[src/rtl/owin_pkg.sv]
package owin_pkg;

    localparam int ADDR_W    = 64;
    localparam int REG_W     = 32;
    localparam int GRAN_BITS = 12;

    typedef enum logic [1:0] {
        WT_CFG = 2'd0,
        WT_IO  = 2'd1,
        WT_MEM = 2'd2,
        WT_RSV = 2'd3
    } win_type_e;

    typedef enum logic [2:0] {
        RS_CTRL    = 3'd0,
        RS_MASK_HI = 3'd1,
        RS_BASE_LO = 3'd2,
        RS_BASE_HI = 3'd3,
        RS_TGT_LO  = 3'd4,
        RS_TGT_HI  = 3'd5
    } reg_sel_e;

    typedef struct packed {
        logic              en;
        win_type_e         kind;
        logic [ADDR_W-1:0] mask;
        logic [ADDR_W-1:0] base;
        logic [ADDR_W-1:0] tgt;
    } win_cfg_t;

    // Window claims the address when enabled and the masked bits agree.
    function automatic logic win_match(win_cfg_t w, logic [ADDR_W-1:0] a);
        return w.en && ((a & w.mask) == (w.base & w.mask));
    endfunction

    // Remote address formed for a claimed request.
    function automatic logic [ADDR_W-1:0] win_translate(win_cfg_t w, logic [ADDR_W-1:0] a);
        if (w.kind == WT_CFG)
            return {32'h0, w.tgt[31:16], 4'h0, a[GRAN_BITS-1:0]};
        return w.tgt | (a & ~w.mask);
    endfunction

endpackage

[src/rtl/owin_regfile.sv]
module owin_regfile
    import owin_pkg::*;
#(
    parameter int NUM_WIN = 8,
    parameter int IDX_W   = 3
) (
    input  logic             clk,
    input  logic             rst,
    input  logic             we,
    input  logic [IDX_W-1:0] win,
    input  logic [2:0]       sel,
    input  logic [REG_W-1:0] wdata,
    output win_cfg_t         cfg [NUM_WIN]
);

    localparam logic [GRAN_BITS-1:0] GRAN_ZERO = '0;

    for (genvar g = 0; g < NUM_WIN; g++) begin : g_win
        win_cfg_t r;

        always_ff @(posedge clk) begin
            if (rst) begin
                r <= '0;
            end else if (we && win == IDX_W'(g)) begin
                case (sel)
                    RS_CTRL: begin
                        r.en         <= wdata[0];
                        r.kind       <= win_type_e'(wdata[2:1]);
                        r.mask[31:0] <= {wdata[31:GRAN_BITS], GRAN_ZERO};
                    end
                    RS_MASK_HI: r.mask[63:32] <= wdata;
                    RS_BASE_LO: r.base[31:0]  <= {wdata[31:GRAN_BITS], GRAN_ZERO};
                    RS_BASE_HI: r.base[63:32] <= wdata;
                    RS_TGT_LO:  r.tgt[31:0]   <= {wdata[31:GRAN_BITS], GRAN_ZERO};
                    RS_TGT_HI:  r.tgt[63:32]  <= wdata;
                    default: ;
                endcase
            end
        end

        assign cfg[g] = r;
    end

endmodule

[src/rtl/owin_match.sv]
module owin_match
    import owin_pkg::*;
#(
    parameter int NUM_WIN = 8
) (
    input  win_cfg_t          cfg  [NUM_WIN],
    input  logic [ADDR_W-1:0] addr,
    output logic [NUM_WIN-1:0] hit,
    output logic [ADDR_W-1:0] xl   [NUM_WIN],
    output win_type_e         kind [NUM_WIN]
);

    for (genvar g = 0; g < NUM_WIN; g++) begin : g_cmp
        assign hit[g]  = win_match(cfg[g], addr);
        assign xl[g]   = win_translate(cfg[g], addr);
        assign kind[g] = cfg[g].kind;
    end

endmodule

[src/rtl/owin_pick.sv]
module owin_pick
    import owin_pkg::*;
#(
    parameter int NUM_WIN = 8,
    parameter int IDX_W   = 3
) (
    input  logic               clk,
    input  logic               rst,
    input  logic               lk_valid,
    input  logic [NUM_WIN-1:0] hit,
    input  logic [ADDR_W-1:0]  xl   [NUM_WIN],
    input  win_type_e          kind [NUM_WIN],
    output logic               rs_valid,
    output logic               rs_hit,
    output logic [IDX_W-1:0]   rs_win,
    output win_type_e          rs_kind,
    output logic [ADDR_W-1:0]  rs_addr
);

    logic              nx_hit;
    logic [IDX_W-1:0]  nx_idx;
    win_type_e         nx_kind;
    logic [ADDR_W-1:0] nx_addr;

    // Descending scan: the last assignment made is the lowest index.
    always_comb begin
        nx_hit  = 1'b0;
        nx_idx  = '0;
        nx_kind = WT_CFG;
        nx_addr = '0;
        for (int i = NUM_WIN - 1; i >= 0; i--) begin
            if (lk_valid && hit[i]) begin
                nx_hit  = 1'b1;
                nx_idx  = IDX_W'(i);
                nx_kind = kind[i];
                nx_addr = xl[i];
            end
        end
    end

    always_ff @(posedge clk) begin
        if (rst) begin
            rs_valid <= 1'b0;
            rs_hit   <= 1'b0;
            rs_win   <= '0;
            rs_kind  <= WT_CFG;
            rs_addr  <= '0;
        end else begin
            rs_valid <= lk_valid;
            rs_hit   <= nx_hit;
            rs_win   <= nx_idx;
            rs_kind  <= nx_kind;
            rs_addr  <= nx_addr;
        end
    end

endmodule

[src/rtl/owin_xlate.sv]
module owin_xlate
    import owin_pkg::*;
#(
    parameter int NUM_WIN = 8,
    parameter int IDX_W   = (NUM_WIN > 1) ? $clog2(NUM_WIN) : 1
) (
    input  logic               clk,
    input  logic               rst,
    input  logic               cfg_we,
    input  logic [IDX_W-1:0]   cfg_win,
    input  logic [2:0]         cfg_sel,
    input  logic [REG_W-1:0]   cfg_wdata,
    input  logic               lk_valid,
    input  logic [ADDR_W-1:0]  lk_addr,
    output logic               rs_valid,
    output logic               rs_hit,
    output logic [IDX_W-1:0]   rs_win,
    output logic [1:0]         rs_type,
    output logic [ADDR_W-1:0]  rs_addr
);

    win_cfg_t           cfg  [NUM_WIN];
    logic [NUM_WIN-1:0] hit;
    logic [ADDR_W-1:0]  xl   [NUM_WIN];
    win_type_e          kind [NUM_WIN];
    win_type_e          rs_kind;

    owin_regfile #(.NUM_WIN(NUM_WIN), .IDX_W(IDX_W)) u_regs (
        .clk   (clk),
        .rst   (rst),
        .we    (cfg_we),
        .win   (cfg_win),
        .sel   (cfg_sel),
        .wdata (cfg_wdata),
        .cfg   (cfg)
    );

    owin_match #(.NUM_WIN(NUM_WIN)) u_match (
        .cfg  (cfg),
        .addr (lk_addr),
        .hit  (hit),
        .xl   (xl),
        .kind (kind)
    );

    owin_pick #(.NUM_WIN(NUM_WIN), .IDX_W(IDX_W)) u_pick (
        .clk      (clk),
        .rst      (rst),
        .lk_valid (lk_valid),
        .hit      (hit),
        .xl       (xl),
        .kind     (kind),
        .rs_valid (rs_valid),
        .rs_hit   (rs_hit),
        .rs_win   (rs_win),
        .rs_kind  (rs_kind),
        .rs_addr  (rs_addr)
    );

    assign rs_type = rs_kind;

endmodule

[config.mk]
export PLATFORM = sky130hd
export DESIGN_NAME = owin_xlate
export DESIGN_NICKNAME = d
export VERILOG_FILES = /design/src/rtl/owin_pkg.sv /design/src/rtl/owin_regfile.sv /design/src/rtl/owin_match.sv /design/src/rtl/owin_pick.sv /design/src/rtl/owin_xlate.sv
export SDC_FILE = /design/constraint.sdc
export NUM_CORES = 2
export LEC_CHECK = 0
export BUFFER_PORTS_ARGS = -buffer_cell sky130_fd_sc_hd__clkbuf_2
export CAP_MARGIN = 25
export CORE_ASPECT_RATIO = 0.5
export CORE_MARGIN = 2
export CORE_UTILIZATION = 59
export DETAILED_ROUTE_END_ITERATION = 8
export HOLD_SLACK_MARGIN = 0.02
export PLACE_DENSITY = 0.74
export SLEW_MARGIN = 5
export SYNTH_ARGS = -nofsm -noshare
export SYNTH_HDL_FRONTEND = slang
export SYNTH_SLANG_ARGS = --single-unit
[constraint.sdc]
create_clock -name clk -period 7.2 [get_ports clk]
set_input_delay 1.08 -clock clk [delete_from_list [all_inputs] [get_ports clk]]
set_output_delay 1.08 -clock clk [all_outputs]
set_load 0.02 [all_outputs]
# ---- After elaboration in Yosys (flattened, before gate mapping)
# Cells that the tools add are included.
dict set report word_totals {
  ff_bits 1343
  inputBits 106
  output_inout_bits 71
  wordCells 271
}
dict set report op_classes {
  eq_ne 20
  n_mux 55
  n_bitwise 40
  n_reduce_logical 85
}
# cell count
set op_table {}
lappend op_table {{$and A64 B64 Y64} 24}
lappend op_table {{$mux W64} 24}
lappend op_table {{$eq A64 B64 Y1} 8}
lappend op_table {{$not A64 Y64} 8}
lappend op_table {{$or A64 B64 Y64} 8}
lappend op_table {{$reduce_and A2 Y1} 48}
lappend op_table {{$logic_and A1 B1 Y1} 24}
lappend op_table {{$mux W2} 10}
lappend op_table {{$eq A3 B3 Y1 const B} 6}
lappend op_table {{$mux W1} 17}
lappend op_table {{$logic_not A2 Y1} 8}
lappend op_table {{$eq A3 B2 Y1 const B} 4}
lappend op_table {{$mux W3} 4}
lappend op_table {{$eq A3 B1 Y1 const B} 2}
lappend op_table {{$logic_not A3 Y1} 2}
lappend op_table {{$reduce_or A5 Y1} 1}
lappend op_table {{$reduce_or A3 Y1} 1}
lappend op_table {{$reduce_or A2 Y1} 1}

# ---- Depth between registers and ports, before layout
dict set report depth {
  depth_word 12
  depth_mapped 13
  ltp_nobuf 9
}

# ---- Hierarchy
# Synthesis repeated with hierarchy kept, for this count alone.
dict set report hier_totals {
  hier_cells 7892
  area_unflattened_um2 71568.6
}
# mod instances cells_each area_each_um2 seq_area_each_um2
set by_module_without_submodules {}
lappend by_module_without_submodules {owin_regfile 1 4604 50718.6 25464.4}
lappend by_module_without_submodules {owin_match 1 2353 14192.4 0.0}
lappend by_module_without_submodules {owin_pick 1 935 6657.6 1421.4}

# ---- Worst setup path after synthesis
# Ideal clock, no wire load.
dict set report synth_path {
  path_kind {input to register}
  start {in lk_addr[44]}
  end {reg u_pick.rs_addr[61]}
  setup_ns 0.134
  t_arrival_ns 3.279
  required_ns 7.066
  path_slack_ns 3.787
  cell_stages 12
  n_path_buf 3
  cell_sequence {buf_2 > buf_1 > xor2_1 > a22oi_1 > nand4_1 > nor4_2 > nand2_1 > nand4b_4 > buf_6 > nor2_1 > a2111oi_2 > o22ai_1}
}
dict set report synth_via {
  elab_chain_cells 12
  elab_cells_between_ends 40
  cone_classes {eq/ne (8); mux (8); bitwise (8); reduce/logical (16)}
}
# element line_no
set synth_rtl {}
lappend synth_rtl {{start, declared} owin_xlate.sv:14} ;# input logic [ADDR_W-1:0] lk_addr,
lappend synth_rtl {{$and A64 B64 Y64} owin_pkg.sv:33} ;# return w.en && ((a & w.mask) == (w.base & w.mask));
lappend synth_rtl {{$eq A64 B64 Y1} owin_pkg.sv:33}
lappend synth_rtl {{$logic_and A1 B1 Y1} owin_pkg.sv:33}
lappend synth_rtl {{$logic_and A1 B1 Y1} owin_pick.sv:32} ;# if (lk_valid && hit[i]) begin
lappend synth_rtl {{$mux W64 (7 in series)} owin_pick.sv:32}
lappend synth_rtl {{$mux W64 *} owin_pick.sv:32}
lappend synth_rtl {{end signal, assigned} owin_pick.sv:53} ;# rs_addr <= nx_addr;
lappend synth_rtl {{end, declared} owin_pick.sv:17} ;# output logic [ADDR_W-1:0] rs_addr
# Mark *: on every way between the ends. The rest lies on a longest branch, timed or not.
# A chain may end at the register's enable or synchronous reset.

# ---- Worst setup path in the final report
dict set report layout_path {
  start {in lk_addr[14]}
  end {reg u_pick.rs_addr[44]}
}
# Same word-level chain as after synthesis.

==> results.md <==
* PortBufs at 176
* Die Width at 454 um
* Setup Skew at 0.0268 ns
* Root Buffer: clkbuf_16
* Post-Syn Area per Cell at 7.35 um2
* Sequential fraction of the synthesis area at 45.1%
* Area share of the largest cell type after synthesis at 45.1%
* Hold WC Path Type: flop to flop
* Top_reg_cell synth: dfxtp_1
* DR vias/cell at 6.52
* Synth top area cells: dfxtp_1, nand2_1, a21oi_1
* Critical Setup Path Class: input pin to flop
* Hold Path End: u_regs.cfg[231]
* Share of post-route cells with drive strength above 1 at 7.55%
* P&R area growth vs syn at 8.03%
* MaxCap Viol Count at 0
* Max clock buf depth at 3
* Worst vdd ir at 0.235 mV
* Iter 0 DRT Violations at 11800
* Initial Util at 59.6%
* Initial antenna violation count at 24
* Clk sink count at 1343
* Core box area at 100000 um2
* Vias in the first global route at 52100
* Max_slew headroom at 10.5%
* Hold slack at 0.454 ns
* Largest net degree at the start of global routing at 227
* Yosys warns at 0
* Final Hold Fails at 0
* Placement Setup Slack at 2.00 ns
* Post-CTS setup buffer count at 0
* Crit path largest cell delay at 1.06 ns
* Total Power at 15.2 mW
* CP Max Fanout at 31
* Synthesis-stage register bit count at 1343
* Final Slew Violations at 0
* FF-to-FF End: u_pick.rs_addr[44]
* Vias at 60400
* Worst-path clk slew at 0.07 ns
* Cell area after placement at 60400 um2
* Number of synthesized flops with an enable pin at 0
* Htree depth at 3
* Fill count at 9028
* FFs w/ async S/R, synth at 0%
* Latest clock arrival within the worst-skew pair at 0.79 ns
* CP startpoint kind: input pin
* Die area at 104000 um2
* Post-synth top area cell: dfxtp_1
* WL final at 275000 um
* Die Ht at 229 um
* Final worst setup slack at 2.07 ns
* Cell variety after synth at 62
* Crit Reg-Reg Startpoint: u_regs.cfg[78]
* Row count at 82
* Worst Setup End Kind: flop
* Final setup vio count at 0
* GRT overflow at 0
* DPL Wire Length at 183000 um
* Post-CTS Resized at 0
* Power per cell area at 236 nW/um2
* Detail Route Antenna Nets at 0
* Cts hold-fix bufs at 0
* Cell count after synthesis at 8108
* Commonest cells after routing, fill and taps aside: nand2_1, a21oi_1, dfxtp_1
* Global-route usage over all layers at 51.1%
* Worst path required time at 7.90 ns
* DR pass1 iterations at 8
* Total Nets Final at 7913
* I/O pin count at 177
* Drt wl/cell at 29.8 um
* Slew @ Worst Pin at 1.34 ns
* Slowest cell on crit path: a221oi_1
* R2R Setup Slk at 2.23 ns
* Status: completed
* Fmax at 195 MHz
* Worst path cell trace: clkbuf_2, xnor2_1, o22ai_1, a221oi_1, and4_1, and4_1, nand3_2, buf_4, o221ai_1, a211oi_1, o22ai_1
* Fin crit period at 5.13 ns
* Setup TNS at 0 ns
* Data arrival time of the critical path at 5.83 ns
* RSZ-0062 raised after global routing: no
* Design Area, Final at 64400 um2
* Syn nets at 8214
* Gpl congestion at 1.09
* HP Start: u_regs.cfg[231]
* Cts bufs inserted at 114
* Reg2Reg Depth at 10
* Residual DRC at 0
* Most common cell after layout, fill and taps aside: nand2_1
* Static leakage power at 21.4 nW
* Hold Crit Depth at 2
* Final period util at 71.3%
* Synthesized cell area at 59600 um2
* CTS tree: done
* Global-route wire length before repair at 380000 um
state kept, by name, summed over array words and instances (netlist names):
name and cells:
u_pick.rs_hit 1, u_pick.rs_valid 1, u_pick.rs_win 3, u_regs.cfg 1272, u_pick.rs_addr 64, u_pick.rs_kind 2
per-stage QoR:
stage | utilization [%] | cells
2_1_floorplan | - | 8108
6_report | 64.3 | 9253
3_3_place_gp | 60.3 | 9023
3_5_place_dp | 60.3 | 9025
4_1_cts | 64.2 | 9233
5_1_grt | 64.3 | 9245
synthesized netlist by cell type (6+ instances only):
cell       instances
nand3_1            9
buf_4              7
a222oi_1           6
a22oi_1           65
o21ai_0           91
a31oi_1           64
nor3b_1           11
and4_1             8
o221ai_2           9
nor4_1            13
o311ai_0          33
o2111ai_1          7
nand4_1           36
o221ai_1          61
buf_1              7
xnor2_1          176
a21o_1            39
o22ai_1          121
a21oi_1         1564
inv_1            357
nand2_1         2610
or2_2              6
nor2_1           183
a311o_1           16
a31o_2            12
dfxtp_1         1343
o21a_1            17
clkbuf_1         596
a211oi_1          71
or3_1             19
buf_2             98
buf_6             19
nor2b_1           40
a221oi_1          39
xor2_1           239
nor3_1            69
cells by family (layout without fill, tap and decap cells):
| kind of cell | after synthesis | count (layout) | synth area share [%] |
|---|---|---|---|
| DFF | 1343 | 1343 | 45.1 |
| xor gates and xnor gates | 416 | 416 | 6.12 |
| other | 0 | 10 | 0 |
| muxes | 2 | 2 | 0.0336 |
| buffers and inverters | 1085 | 876 | 7.32 |
| and+or+nand+nor | 3034 | 3034 | 20.1 |
| AOI/OAI and AO/OA | 2228 | 2228 | 21.3 |
metal layers:
metal | wire, um | global-route usage, % | up-vias | part of all wire [%]
li1 | - | - | 26100 | -
met1 | 98500 | 65.0 | 28200 | 36
met2 | 99700 | 63.6 | 5081 | 36
met3 | 58200 | 33.7 | 961 | 21
met4 | 18200 | 26.6 | 38 | 6.6
met5 | 852 | 4.96 | - | 0.31
area by class of cell:
cell class,instances,area [um2],share of cell area (%)
Sequential cell,1343,26900,41.7
Tap cell,1344,1680,2.61
Clock inverter,54,571,0.886
Antenna cell,10,25.0,0.0388
Timing Repair Buffer,310,1990,3.10
Inverter,358,1340,2.09
Clock buffer,154,3350,5.20
Multi-Input combinational cell,5680,28600,44.3
where the power goes:
group          switching (mW)  leakage, nW  internal (mW)  total, mW
sequential             0.0284         10.8           7.45       7.48
clock                    3.07         1.95           3.65       6.72
combinational           0.826         8.60          0.199       1.02
critical path: cells and delay by family:
kind	cells	cell delay, ns
xor gates and xnor gates	1	0.65
and+or+nand+nor	3	1.66
AOI/OAI and AO/OA	5	1.67
buffers and inverters	2	0.68
worst max-delay path by stage:
stage | startpoint | endpoint | slack [ns] | cells after the start
floorplan | lk_addr[44] | u_pick.rs_addr[61] | 3.79 | 12
global placement | lk_addr[12] | u_pick.rs_addr[46] | 1.83 | 9
detailed placement | lk_addr[14] | u_pick.rs_addr[44] | 2.00 | 11
CTS | lk_addr[14] | u_pick.rs_addr[44] | 2.76 | 11
global route | lk_addr[14] | u_pick.rs_addr[44] | 2.41 | 11
finish | lk_addr[14] | u_pick.rs_addr[44] | 2.07 | 11
Power figures use the tool's default switching activity.
